[src/rtl/xrs_pkg.sv]
package xrs_pkg;

  typedef enum logic [3:0] {
    ST_IDLE,
    ST_DIG_HOLD,
    ST_ANA_HOLD,
    ST_BUS_CHK,
    ST_BUS_WAIT,
    ST_WRITE,
    ST_BUS_REL,
    ST_CAL_START,
    ST_CAL_WAIT,
    ST_ANA_REL
  } seq_state_t;

  // target encoding seen on the port
  localparam logic [1:0] TGT_PLL    = 2'd0;
  localparam logic [1:0] TGT_TX     = 2'd1;
  localparam logic [1:0] TGT_RX     = 2'd2;
  localparam logic [1:0] TGT_DUPLEX = 2'd3;

  localparam int NUM_PATHS = 2; // index 0 = TX, 1 = RX

  typedef struct packed {
    logic latchReq;
    logic clrCnt;
    logic setDig;
    logic clrDig;
    logic setAna;
    logic clrAna;
    logic setBus;
    logic clrBus;
    logic fireWrite;
    logic setCal;
    logic clrCal;
    logic setErr;
    logic clrErr;
    logic fireDone;
  } seq_strb_t;

endpackage

[src/rtl/xrs_ctrl.sv]
module xrs_ctrl
  import xrs_pkg::*;
(
  input  logic      clk,
  input  logic      rstN,
  input  logic      startReq,
  input  logic      rateQ,
  input  logic      busOwnedByCal,
  input  logic      busGrant,
  input  logic      writeDone,
  input  logic      calBusy,
  input  logic      holdDone,
  input  logic      timeout,
  output seq_strb_t strb,
  output logic      busy
);

  seq_state_t st, nxt;

  always_ff @(posedge clk) begin
    if (!rstN) st <= ST_IDLE;
    else       st <= nxt;
  end

  always_comb begin
    nxt  = st;
    strb = '0;
    unique case (st)
      ST_IDLE: begin
        if (startReq) begin
          strb.latchReq = 1'b1;
          strb.clrErr   = 1'b1;
          strb.setDig   = 1'b1;
          nxt           = ST_DIG_HOLD;
        end
      end
      ST_DIG_HOLD: begin
        if (holdDone) begin
          if (rateQ) begin
            strb.setAna = 1'b1;
            nxt         = ST_ANA_HOLD;
          end else begin
            nxt = ST_BUS_CHK;
          end
        end
      end
      ST_ANA_HOLD: begin
        if (holdDone) nxt = ST_BUS_CHK;
      end
      ST_BUS_CHK: begin
        if (busOwnedByCal) begin
          strb.setBus = 1'b1;
          nxt         = ST_BUS_WAIT;
        end else begin
          strb.fireWrite = 1'b1;
          nxt            = ST_WRITE;
        end
      end
      ST_BUS_WAIT: begin
        if (busGrant) begin
          strb.fireWrite = 1'b1;
          nxt            = ST_WRITE;
        end else if (timeout) begin
          strb.clrBus = 1'b1;
          strb.setErr = 1'b1;
          nxt         = ST_IDLE;
        end
      end
      ST_WRITE: begin
        if (writeDone) begin
          strb.clrBus = 1'b1;
          nxt         = ST_BUS_REL;
        end
      end
      ST_BUS_REL: begin
        if (rateQ) begin
          strb.setCal = 1'b1;
          nxt         = ST_CAL_START;
        end else begin
          strb.clrAna   = 1'b1;
          strb.clrDig   = 1'b1;
          strb.fireDone = 1'b1;
          nxt           = ST_IDLE;
        end
      end
      ST_CAL_START: begin
        if (calBusy) begin
          strb.clrCal = 1'b1;
          nxt         = ST_CAL_WAIT;
        end else if (timeout) begin
          strb.clrCal = 1'b1;
          strb.setErr = 1'b1;
          nxt         = ST_IDLE;
        end
      end
      ST_CAL_WAIT: begin
        if (!calBusy) begin
          strb.clrAna = 1'b1;
          nxt         = ST_ANA_REL;
        end else if (timeout) begin
          strb.setErr = 1'b1;
          nxt         = ST_IDLE;
        end
      end
      ST_ANA_REL: begin
        if (holdDone) begin
          strb.clrAna   = 1'b1;
          strb.clrDig   = 1'b1;
          strb.fireDone = 1'b1;
          nxt           = ST_IDLE;
        end
      end
      default: nxt = ST_IDLE;
    endcase
    strb.clrCnt = (nxt != st);
  end

  assign busy = (st != ST_IDLE);

endmodule

[src/rtl/xrs_dp.sv]
module xrs_dp
  import xrs_pkg::*;
#(
  parameter int HOLD_W      = 8,
  parameter int TIMEOUT_CYC = 4096
) (
  input  logic              clk,
  input  logic              rstN,
  input  seq_strb_t         strb,
  input  logic [1:0]        targetIn,
  input  logic              rateIn,
  input  logic [HOLD_W-1:0] minHold,
  output logic              rateQ,
  output logic              holdDone,
  output logic              timeout,
  output logic [1:0]        digRst,
  output logic [1:0]        anaRst,
  output logic              busReq,
  output logic              writeStart,
  output logic [2:0]        calReq,
  output logic              done,
  output logic              errTimeout
);

  localparam int TO_W  = $clog2(TIMEOUT_CYC + 1);
  localparam int CNT_W = (TO_W > HOLD_W) ? TO_W : HOLD_W;
  localparam logic [CNT_W-1:0] TO_LIM = CNT_W'(TIMEOUT_CYC - 1);

  logic [1:0]       tgtQ, tgtNow;
  logic [CNT_W-1:0] cnt, holdLim;
  logic [1:0]       pathSel;
  logic [2:0]       calSel;

  always_ff @(posedge clk) begin
    if (!rstN) begin
      tgtQ  <= TGT_PLL;
      rateQ <= 1'b0;
    end else if (strb.latchReq) begin
      tgtQ  <= targetIn;
      rateQ <= rateIn;
    end
  end

  assign tgtNow = strb.latchReq ? targetIn : tgtQ;

  // path selection: [0] TX, [1] RX
  assign pathSel[0] = (tgtNow != TGT_RX);
  assign pathSel[1] = (tgtNow == TGT_RX) || (tgtNow == TGT_DUPLEX);
  // recalibration selection: {RX, TX, PLL}
  assign calSel = {pathSel[1], pathSel[0], (tgtQ == TGT_PLL)};

  // shared step counter, saturating
  always_ff @(posedge clk) begin
    if (!rstN || strb.clrCnt) cnt <= '0;
    else if (cnt != '1)       cnt <= cnt + 1'b1;
  end

  assign holdLim  = (minHold == '0) ? '0 : CNT_W'(minHold) - 1'b1;
  assign holdDone = (cnt >= holdLim);
  assign timeout  = (cnt == TO_LIM);

  for (genvar gp = 0; gp < NUM_PATHS; gp++) begin : g_path
    always_ff @(posedge clk) begin
      if (!rstN)            digRst[gp] <= 1'b0;
      else if (strb.setDig) digRst[gp] <= digRst[gp] | pathSel[gp];
      else if (strb.clrDig) digRst[gp] <= 1'b0;
    end
    always_ff @(posedge clk) begin
      if (!rstN)            anaRst[gp] <= 1'b0;
      else if (strb.setAna) anaRst[gp] <= anaRst[gp] | pathSel[gp];
      else if (strb.clrAna) anaRst[gp] <= 1'b0;
    end
  end

  always_ff @(posedge clk) begin
    if (!rstN) begin
      busReq     <= 1'b0;
      writeStart <= 1'b0;
      calReq     <= '0;
      done       <= 1'b0;
      errTimeout <= 1'b0;
    end else begin
      writeStart <= strb.fireWrite;
      done       <= strb.fireDone;
      if (strb.setBus)      busReq <= 1'b1;
      else if (strb.clrBus) busReq <= 1'b0;
      if (strb.setCal)      calReq <= calSel;
      else if (strb.clrCal) calReq <= '0;
      if (strb.setErr)      errTimeout <= 1'b1;
      else if (strb.clrErr) errTimeout <= 1'b0;
    end
  end

endmodule

[src/rtl/xcvr_reconfig_seq.sv]
module xcvr_reconfig_seq
  import xrs_pkg::*;
#(
  parameter int HOLD_W      = 8,
  parameter int TIMEOUT_CYC = 4096
) (
  input  logic              clk,
  input  logic              rstN,
  input  logic              startReq,
  input  logic [1:0]        target,
  input  logic              rateChange,
  input  logic [HOLD_W-1:0] minHold,
  input  logic              busOwnedByCal,
  input  logic              busGrant,
  output logic              busReq,
  output logic              writeStart,
  input  logic              writeDone,
  output logic [2:0]        calReq,
  input  logic              calBusy,
  output logic              txDigRst,
  output logic              rxDigRst,
  output logic              txAnaRst,
  output logic              rxAnaRst,
  output logic              busy,
  output logic              done,
  output logic              errTimeout
);

  seq_strb_t  strb;
  logic       rateQ, holdDone, timeout;
  logic [1:0] digRst, anaRst;

  xrs_ctrl u_ctrl (
    .clk           (clk),
    .rstN          (rstN),
    .startReq      (startReq),
    .rateQ         (rateQ),
    .busOwnedByCal (busOwnedByCal),
    .busGrant      (busGrant),
    .writeDone     (writeDone),
    .calBusy       (calBusy),
    .holdDone      (holdDone),
    .timeout       (timeout),
    .strb          (strb),
    .busy          (busy)
  );

  xrs_dp #(
    .HOLD_W      (HOLD_W),
    .TIMEOUT_CYC (TIMEOUT_CYC)
  ) u_dp (
    .clk        (clk),
    .rstN       (rstN),
    .strb       (strb),
    .targetIn   (target),
    .rateIn     (rateChange),
    .minHold    (minHold),
    .rateQ      (rateQ),
    .holdDone   (holdDone),
    .timeout    (timeout),
    .digRst     (digRst),
    .anaRst     (anaRst),
    .busReq     (busReq),
    .writeStart (writeStart),
    .calReq     (calReq),
    .done       (done),
    .errTimeout (errTimeout)
  );

  assign txDigRst = digRst[0];
  assign rxDigRst = digRst[1];
  assign txAnaRst = anaRst[0];
  assign rxAnaRst = anaRst[1];

endmodule

[config.mk]
export PLATFORM = sky130hd
export DESIGN_NAME = xcvr_reconfig_seq
export DESIGN_NICKNAME = d
export VERILOG_FILES = /design/src/rtl/xrs_pkg.sv /design/src/rtl/xrs_ctrl.sv /design/src/rtl/xrs_dp.sv /design/src/rtl/xcvr_reconfig_seq.sv
export SDC_FILE = /design/constraint.sdc
export NUM_CORES = 1
export LEC_CHECK = 0
export BUFFER_PORTS_ARGS = -buffer_cell sky130_fd_sc_hd__buf_2
export CAP_MARGIN = 25
export CELL_PAD_IN_SITES_DETAIL_PLACEMENT = 1
export CELL_PAD_IN_SITES_GLOBAL_PLACEMENT = 1
export CORE_MARGIN = 4
export CORE_UTILIZATION = 40
export DETAILED_ROUTE_END_ITERATION = 8
export PLACE_DENSITY_LB_ADDON = 0.15
export SYNTH_ARGS = -nofsm -noshare
export SYNTH_HDL_FRONTEND = slang
export SYNTH_SLANG_ARGS = --single-unit
[constraint.sdc]
create_clock -name clk -period 4.8 [get_ports clk]
set_clock_uncertainty 0.05 [all_clocks]
set_input_delay 0.72 -clock clk [delete_from_list [all_inputs] [get_ports clk]]
set_output_delay 0.72 -clock clk [all_outputs]
set_load 0.02 [all_outputs]
==> results of run 1 <==
-- how the worst max path moves through the flow --
stage | startpoint | to | slack, ns
4_1_cts | minHold[5] | u_dp.cnt[4] | 0.94
3_5_place_dp | minHold[5] | u_dp.cnt[4] | 0.66
3_3_place_gp | minHold[5] | u_dp.cnt[4] | 0.74
2_1_floorplan | minHold[5] | u_dp.cnt[3] | 1.12
6_report | minHold[5] | u_dp.cnt[4] | 0.96
5_1_grt | minHold[5] | u_dp.cnt[2] | 0.68
-- critical path: stages --
cell	delay (ns)
buf_2	0.11
or4_1	0.56
or4_1	0.44
nor3_1	0.15
a21oi_1	0.06
ha_1	0.26
nand2_1	0.09
o21ai_0	0.16
a211oi_1	0.32
a21boi_1	0.38
o41ai_2	0.15
a211oi_2	0.20
buf_4	0.21
nor3b_1	0.19
-- cell families (layout without fill, tap and decap cells) --
logic type                 Yosys count  after routing  synth area share (%)
buffers and inverters               22             51                  4.32
other                                1              5                 0.170
AOI/OAI and AO/OA                   68             68                  21.8
and+or+nand+nor                    117            117                  30.7
muxes                                3              3                  1.42
DFF                                 31             31                  28.2
adders and majority gates           15             15                  8.53
xor gates and xnor gates            12             12                  4.78
-- power by group --
part / switching [mW] / total (mW) / leakage, nW / internal (mW)
Clock: 0.104 / 0.205 / 0.0412 / 0.101
Sequential: 0.00851 / 0.272 / 0.251 / 0.263
Combinational: 0.0442 / 0.0769 / 0.768 / 0.0327
-- cell usage in the layout (no fill, tap or decap), drive strengths merged, types with 2 or more instances in the layout --
| cell type | n |
|---|---|
| a211oi | 3 |
| a21boi | 5 |
| a21o | 2 |
| a21oi | 17 |
| a22oi | 5 |
| a31oi | 3 |
| a41oi | 4 |
| and2 | 12 |
| and3 | 6 |
| buf | 30 |
| clkbuf | 6 |
| conb | 5 |
| dfxtp | 31 |
| ha | 15 |
| inv | 13 |
| mux2i | 2 |
| nand2 | 23 |
| nand2b | 5 |
| nand3 | 12 |
| nand3b | 3 |
| nand4 | 3 |
| nor2 | 16 |
| nor2b | 9 |
| nor3 | 16 |
| nor3b | 3 |
| nor4 | 3 |
| o21a | 4 |
| o21ai | 10 |
| o221ai | 2 |
| o31ai | 3 |
| o41ai | 2 |
| or4 | 2 |
| xnor2 | 7 |
| xor2 | 5 |
-- stage by stage --
stage,power [mW],hold WS [ns],instance area [um2]
finish,0.554,0.436,2490
global route,0.584,0.472,2490
CTS,0.561,0.436,2490
detailed placement,0.354,0.416,2410
global placement,0.353,0.400,2410
floorplan,0.327,0.450,2210
-- per-layer routing --
layer	vias up	GRT usage [%]	share of wire [%]
li1	1044	-	-
met1	981	28.2	53
met2	41	30.1	43
met3	6	2.93	3.3
met4	0	4.98	0.99
met5	-	0	0
-- flip-flops by register name (all words and copies together), names as in the netlist --
name / flops
u_dp.errTimeout: 1
u_dp.tgtQ: 2
u_dp.done: 1
u_dp.rateQ: 1
u_dp.busReq: 1
u_dp.writeStart: 1
u_dp.cnt: 13
u_dp.anaRst: 2
u_dp.calReq: 3
u_ctrl.st: 4
u_dp.digRst: 2
-- layout make-up --
class	count	area [um2]	area share, %
clock buffer	6	72.6	2.91
inverter	13	48.8	1.96
tap	70	87.6	3.51
multi-input combinational	220	1500	60.1
clock inverter	2	12.5	0.502
sequential	31	621	24.9
timing repair buffer	30	153	6.12
==> flow_metrics.py, run 1 <==
metrics = {
    "global_route": {
        "antenna_found_initial": 0,
        "gr-usage-all-layers_pct": 19.5,
        "grt_pass1_vias": 2153,
        "grt_max_degree": 19,
        "grt_first_pass_wirelength_um": 10200,
        "grt_overflow": 0,
    },
    "worst_setup_path": {
        "path_max_fanout": 13,
        "critPathLaunchType": "input port",
        "timing.rr.end": "u_dp.cnt[4]",
        "r2r_start": "u_dp.cnt[6]",
        "cp.arrival_ns": 4.00,
        "crit_path_end_kind": "flip-flop",
        "r2r_cells": 9,
        "crit_required_ns": 4.96,
        "ff2ff_setup_slack_ns": 2.10,
        "crit_type": "input port to flip-flop",
    },
    "clock_network": {
        "cts.sinks": 31,
        "max-clock-path-buffers": 2,
        "root_buffer": "clkbuf_8",
        "postCtsSetupBuffers": 0,
        "htreeDepth": 2,
        "cts_made_buffers": 5,
        "cts_resized": 0,
        "clk_latency_ns": 0.28,
        "cts_tree": "built",
        "holdBufCountCts": 0,
        "clk_pin_slew_worst_paths_ns": 0.07,
    },
    "floorplanning": {
        "start_util_pct": 42.3,
        "placementRows": 26,
        "core_um2": 5200,
        "die_area_um2": 6750,
        "die_w_um": 82.2,
        "ioPinCount": 30,
        "die_h_um": 82.2,
    },
    "synthesis": {
        "yosysWarnings": 0,
        "synth_edf_count": 0,
        "async_reset_ff_share_pct": 0,
        "ys_seq_area_share_pct": 28.2,
        "synth.most_common_cell": "dfxtp_1",
        "synth_area_leaders": "dfxtp_1, ha_1, a21oi_1",
        "synth_area_per_cell_um2": 8.18,
        "yosysTopAreaCell": "dfxtp_1",
        "netlist_top_cells_count": "dfxtp_1, nand2_1, a21oi_1, nor2_1",
        "ys_ff_latch": 31,
        "synth_top_area_share_pct": 28.2,
        "synth_ff_type": "dfxtp_1",
        "ys_types": 56,
        "mappedNetlistArea_um2": 2200,
        "synthCells": 269,
    },
    "drt": {
        "drc": 0,
        "drtIter0Drc": 112,
        "via_per_inst": 5.57,
        "detail-route-antenna-nets": 0,
        "firstDrtPassIters": 4,
        "vias": 2072,
        "routed_wl_um": 5930,
        "wl_per_cell_um": 16.0,
    },
    "cells_and_area": {
        "area_growth_pct": 13.4,
        "finalNonFillerCells": 372,
        "utilization_pct": 47.9,
        "num_antenna_cells": 0,
        "finish.net_count": 334,
        "fillCellCount": 672,
        "final_layout_size_suffix_gt1_share_pct": 15.6,
    },
    "hold_path": {
        "hp-class": "flip-flop to flip-flop",
        "hold_end": "u_dp.digRst[1]",
        "hold_depth": 2,
        "min_from": "u_dp.digRst[1]",
    },
    "place": {
        "place.gp.congestion": 0.862,
        "dp_cells": 364,
        "dpl.hpwl_um": 4570,
        "dp_slack_ns": 0.658,
        "io_buffers": 29,
    },
    "sta": {
        "drv_slew": 0,
        "tightest_slew_ns": 0.596,
        "finalCritPeriodShare_pct": 80.0,
        "rsz0062_at_grt": "no",
        "fin_crit_ns": 3.84,
        "timing.final.ws_setup_ns": 0.959,
        "finalSetupViolCount": 0,
        "fmax_mhz": 260,
        "final-hold-violation-count": 0,
        "tns_ns": 0,
        "slew_headroom_pct": 60.2,
    },
    "outcome": {
        "run_status": "complete, no violations",
    },
    "power_and_ir_drop": {
        "p_leak_nw": 1.06,
        "p_per_area_nw_per_um2": 222,
        "ir_drop_uv": 128,
    },
    "flow_run": {
        "cap_violations": 0,
    },
}
Note: power is estimated with default switching activity, not from simulation.
==> inputs of run 2 (changes only) <==
- CORE_UTILIZATION: 40 -> 39
- clock period: 4.8 -> 3.34 ns (I/O delays scaled with it)
==> flow_metrics.py, run 2 (synthesized netlist as in run 1, its figures left out) <==
metrics = {
    "outcome": {
        "run_status": "complete, no violations",
    },
    "floorplanning": {
        "start_util_pct": 40.2,
        "die_w_um": 83.1,
        "placementRows": 27,
        "ioPinCount": 30,
        "die_h_um": 83.1,
        "core_um2": 5470,
        "die_area_um2": 6910,
    },
    "hold_path": {
        "hp-class": "flip-flop to flip-flop",
        "min_from": "u_dp.digRst[0]",
    },
    "cells_and_area": {
        "fillCellCount": 676,
        "final_layout_size_suffix_gt1_share_pct": 27.0,
        "area_growth_pct": 27.4,
        "finalNonFillerCells": 391,
        "fin_area_um2": 2800,
        "register_area_um2": 621,
        "utilization_pct": 51.2,
        "finish.net_count": 351,
        "largest_reg_flops": 13,
        "reg.largest.list": "u_dp.cnt: 13 flops, u_ctrl.st: 4 flops, u_dp.calReq: 3 flops",
        "num_antenna_cells": 0,
        "top_register": "u_dp.cnt",
        "multi_input_area_um2": 1640,
        "final_cell_mix": "dfxtp_1, buf_2, nand2_1, nor2_1",
        "layout_commonest_cell": "dfxtp_1",
    },
    "drt": {
        "vias": 2229,
        "wl_per_cell_um": 16.8,
        "drc": 0,
        "detail-route-antenna-nets": 0,
        "routed_wl_um": 6560,
        "firstDrtPassIters": 4,
        "drtIter0Drc": 205,
        "via_per_inst": 5.70,
    },
    "flow_run": {
        "cap_violations": 0,
    },
    "worst_setup_path": {
        "path_cells": "buf_6 > or4_4 > or4_4 > nor3_4 > a21oi_2 > ha_4 > nand2_4 > o21ai_4 > a211oi_2 > a21boi_4 > o41ai_2 > a211oi_2 > buf_4 > a21boi_2",
        "crit_path_end_kind": "flip-flop",
        "crit_start": "minHold[2]",
        "r2r_start": "u_ctrl.st[0]",
        "crit_required_ns": 3.45,
        "path_max_fanout": 7,
        "cp_slowest_cell": "or4_4",
        "critPathLaunchType": "input port",
        "cp.arrival_ns": 3.43,
        "slowest_delay_ns": 0.54,
        "ff2ff_setup_slack_ns": 0.52,
        "crit_type": "input port to flip-flop",
    },
    "sta": {
        "slew_headroom_pct": 55.1,
        "rsz0062_at_grt": "yes",
        "finalSetupViolCount": 0,
        "tightest_slew_ns": 0.666,
        "drv_slew": 0,
        "final-hold-violation-count": 0,
        "finalCritPeriodShare_pct": 99.6,
        "fmax_mhz": 301,
        "fin_crit_ns": 3.33,
    },
    "power_and_ir_drop": {
        "p_per_area_nw_per_um2": 304,
        "ir_drop_uv": 170,
        "p_leak_nw": 1.19,
    },
    "place": {
        "place.gp.congestion": 0.872,
        "io_buffers": 29,
        "placed_cell_area_um2": 2550,
        "dp_cells": 381,
        "dpl.hpwl_um": 4780,
    },
    "global_route": {
        "gr-usage-all-layers_pct": 19.5,
        "grt_pass1_vias": 2265,
        "antenna_found_initial": 0,
        "grt_max_degree": 19,
        "grt_first_pass_wirelength_um": 11200,
        "grt_overflow": 0,
    },
    "clock_network": {
        "cts.sinks": 31,
        "cts_tree": "built",
        "max-clock-path-buffers": 2,
        "clk_latency_ns": 0.28,
        "clk_pin_slew_worst_paths_ns": 0.07,
        "root_buffer": "clkbuf_8",
        "cts_made_buffers": 5,
        "htreeDepth": 2,
    },
}
## run 2: per-layer routing
metal	track usage (%)	part of all wire, %
met4	5.65	2.0
met3	4.37	4.6
met1	26.2	46
met5	0	0
met2	31.1	47
## run 2: power breakdown
part           switching [mW]  internal [mW]
combinational          0.0732         0.0565
sequential             0.0127          0.378
clock                   0.144          0.187
## run 2: path summary, 6_finish.rpt
kind,to,depth (start not counted)
max,u_dp.cnt[1],14
max reg2reg,u_dp.cnt[4],8
min reg2reg,u_dp.digRst[0],2
min,u_dp.digRst[0],2
## run 2: stage by stage
stage / worst slack [ns] / power (mW) / hold WS (ns) / TNS [ns]
final: 0.0142 / 0.852 / 0.416 / 0
after global routing: -0.159 / 0.894 / 0.442 / -1.74
after CTS: 0.0195 / 0.853 / 0.420 / 0
after detailed placement: -0.298 / 0.518 / 0.403 / -4.02
after global placement: -0.240 / 0.515 / 0.403 / -3.25
after floorplan: 0.00385 / 0.472 / 0.450 / 0
## run 2: worst max-delay path, delay by kind of cell
| family | cells | cell delay, ns |
|---|---|---|
| fa+ha+maj | 1 | 0.27 |
| compound gates | 7 | 1.18 |
| simple gates | 4 | 1.20 |
| buf+inv | 2 | 0.26 |
## run 2: layout make-up
class / instances / area share, %
clock buffers: 7 / 3.44
repair buffers: 47 / 10.5
inverters: 13 / 1.74
multi-input cells: 220 / 58.7
clock inverters: 1 / 0.268
flip-flops and latches: 31 / 22.1
well taps: 72 / 3.21
## run 2: timing repair
action | 4_1_cts | 5_1_grt
pin swaps | 5 | 10
gates resized for setup | 10 | 21
hold buffers | 0 | 0
cloned | 1 | 0
buffers inserted | 1 | 0
setup endpoints to repair | 6 | 14
==> inputs of run 3 (changes only) <==
==> constraint.sdc (replaced) <==
create_clock -name clk -period 3.34 [get_ports clk]
set_clock_uncertainty 0.05 [all_clocks]
set_input_delay 0.668 -clock clk [delete_from_list [all_inputs] [get_ports clk]]
set_output_delay 0.668 -clock clk [all_outputs]
set_load 0.02 [all_outputs]
==> flow_metrics.py, run 3 (synthesized netlist as in run 1, its figures left out) <==
metrics = {
    "worst_setup_path": {
        "critPathTopFamily": "simple AND/OR/NAND/NOR gates",
        "path_max_fanout": 6,
        "cp_slowest_cell": "or4_4",
        "crit_path_end_kind": "flip-flop",
        "path_cells": "buf_6 > or4_4 > or4_4 > nor3_4 > a21oi_2 > ha_4 > nand2_4 > o21ai_4 > a211oi_2 > a21boi_2 > o41ai_2 > a211oi_2 > buf_4 > and2_4",
        "cp.arrival_ns": 3.65,
        "critPathLaunchType": "input port",
        "crit_required_ns": 3.47,
        "slowest_delay_ns": 0.54,
        "crit_type": "input port to flip-flop",
        "path_buf_inv": 2,
        "ff2ff_setup_slack_ns": 0.50,
    },
    "place": {
        "place.gp.congestion": 0.863,
        "io_buffers": 29,
        "dpl.hpwl_um": 4740,
    },
    "cells_and_area": {
        "fillCellCount": 696,
        "largest_reg_flops": 13,
        "final_cell_mix": "dfxtp_1, buf_2, buf_4, nand2_1, nor2_1",
        "finish.net_count": 358,
        "utilization_pct": 52.8,
        "area_growth_pct": 31.5,
        "reg.largest.list": "u_dp.cnt: 13 flops, u_ctrl.st: 4 flops, u_dp.calReq: 3 flops",
        "layout_commonest_cell": "dfxtp_1",
        "top_register": "u_dp.cnt",
        "final_layout_size_suffix_gt1_share_pct": 31.9,
        "num_antenna_cells": 0,
    },
    "sta": {
        "fmax_mhz": 284,
        "finalCritPeriodShare_pct": 106,
        "final-hold-violation-count": 0,
        "fin_crit_ns": 3.52,
        "tightest_slew_ns": 0.660,
        "drv_slew": 0,
        "finalSetupViolCount": 16,
        "slew_headroom_pct": 56.0,
        "timing.final.ws_setup_ns": -0.184,
        "rsz0062_at_grt": "yes",
    },
    "outcome": {
        "violations": "setup timing",
        "run_status": "finished, violations left",
    },
    "clock_network": {
        "holdBufCountCts": 0,
        "cts_made_buffers": 5,
        "cts_tree": "built",
        "clk_pin_slew_worst_paths_ns": 0.08,
        "cts.sinks": 31,
        "clk_latency_ns": 0.28,
        "root_buffer": "clkbuf_8",
        "htreeDepth": 2,
        "max-clock-path-buffers": 2,
    },
    "floorplanning": {
        "start_util_pct": 40.2,
        "placementRows": 27,
        "core_um2": 5470,
        "ioPinCount": 30,
        "die_w_um": 83.1,
        "die_area_um2": 6910,
        "die_h_um": 83.1,
    },
    "hold_path": {
        "hp-class": "flip-flop to flip-flop",
    },
    "drt": {
        "drc": 0,
        "vias": 2180,
        "wl_per_cell_um": 16.4,
        "drtIter0Drc": 130,
        "firstDrtPassIters": 4,
        "detail-route-antenna-nets": 0,
        "via_per_inst": 5.48,
        "routed_wl_um": 6540,
    },
    "flow_run": {
        "cap_violations": 0,
    },
    "global_route": {
        "grt_first_pass_wirelength_um": 10700,
        "gr-usage-all-layers_pct": 18.5,
        "grt_pass1_vias": 2201,
        "grt_overflow": 0,
        "grt_max_degree": 19,
        "antenna_found_initial": 0,
    },
    "power_and_ir_drop": {
        "p_per_area_nw_per_um2": 289,
        "ir_drop_uv": 183,
        "p_leak_nw": 1.24,
        "fin_total_pwr_uw": 834,
    },
}
[run 3: final timing paths]
check                from           to  cells after the start
max            minHold[5]  u_dp.cnt[5]                     14
min           u_dp.busReq  u_dp.busReq                      2
max reg2reg  u_ctrl.st[1]  u_dp.cnt[4]                      8
min reg2reg   u_dp.busReq  u_dp.busReq                      2
[run 3: what timing repair did]
item / 4_1_cts / 5_1_grt
cloned: 0 / 1
setup endpoints to repair: 15 / 21
buffers inserted: 1 / 4
pin swaps: 2 / 9
gates resized for setup: 4 / 38
[run 3: per-stage QoR]
stage / hold WS (ns) / area, um2 / TNS [ns] / setup slack (ns) / cells
CTS: 0.437 / 2720 / -1.68 / -0.146 / 395
global placement: 0.400 / 2600 / -6.89 / -0.426 / 386
finish: 0.437 / 2890 / -2.35 / -0.184 / 398
global route: 0.467 / 2890 / -4.02 / -0.315 / 398
floorplan: 0.450 / 2260 / -1.23 / -0.134 / 273
detailed placement: 0.417 / 2600 / -7.79 / -0.471 / 386
[run 3: metal layers]
metal | track usage [%] | vias to the layer above | part of all wire [%]
met5 | 0 | - | 0
met4 | 4.31 | 0 | 1.2
met3 | 3.67 | 10 | 4.2
met2 | 29.3 | 40 | 47
met1 | 25.7 | 1043 | 48
li1 | - | 1087 | -
[run 3: layout make-up]
| cell class | count | area, um2 | area share, % |
|---|---|---|---|
| tap | 72 | 90.1 | 3.12 |
| sequential | 31 | 621 | 21.5 |
| clock buffer | 5 | 68.8 | 2.38 |
| multi-input combinational | 220 | 1690 | 58.3 |
| clock inverter | 3 | 20.0 | 0.692 |
| timing repair buffer | 54 | 357 | 12.3 |
| inverter | 13 | 48.8 | 1.69 |
[run 3: report_power, final]
group,switching [mW],internal (mW),total (mW)
Combinational,0.0780,0.0670,0.145
Clock,0.154,0.145,0.299
Sequential,0.0123,0.378,0.390
Total,0.245,0.590,0.834
[run 3: tightest hold or removal path, cell delays in order (launching register included)]
cell and delay (ns):
dfxtp_1 0.32, o31ai_1 0.06, a21boi_0 0.07
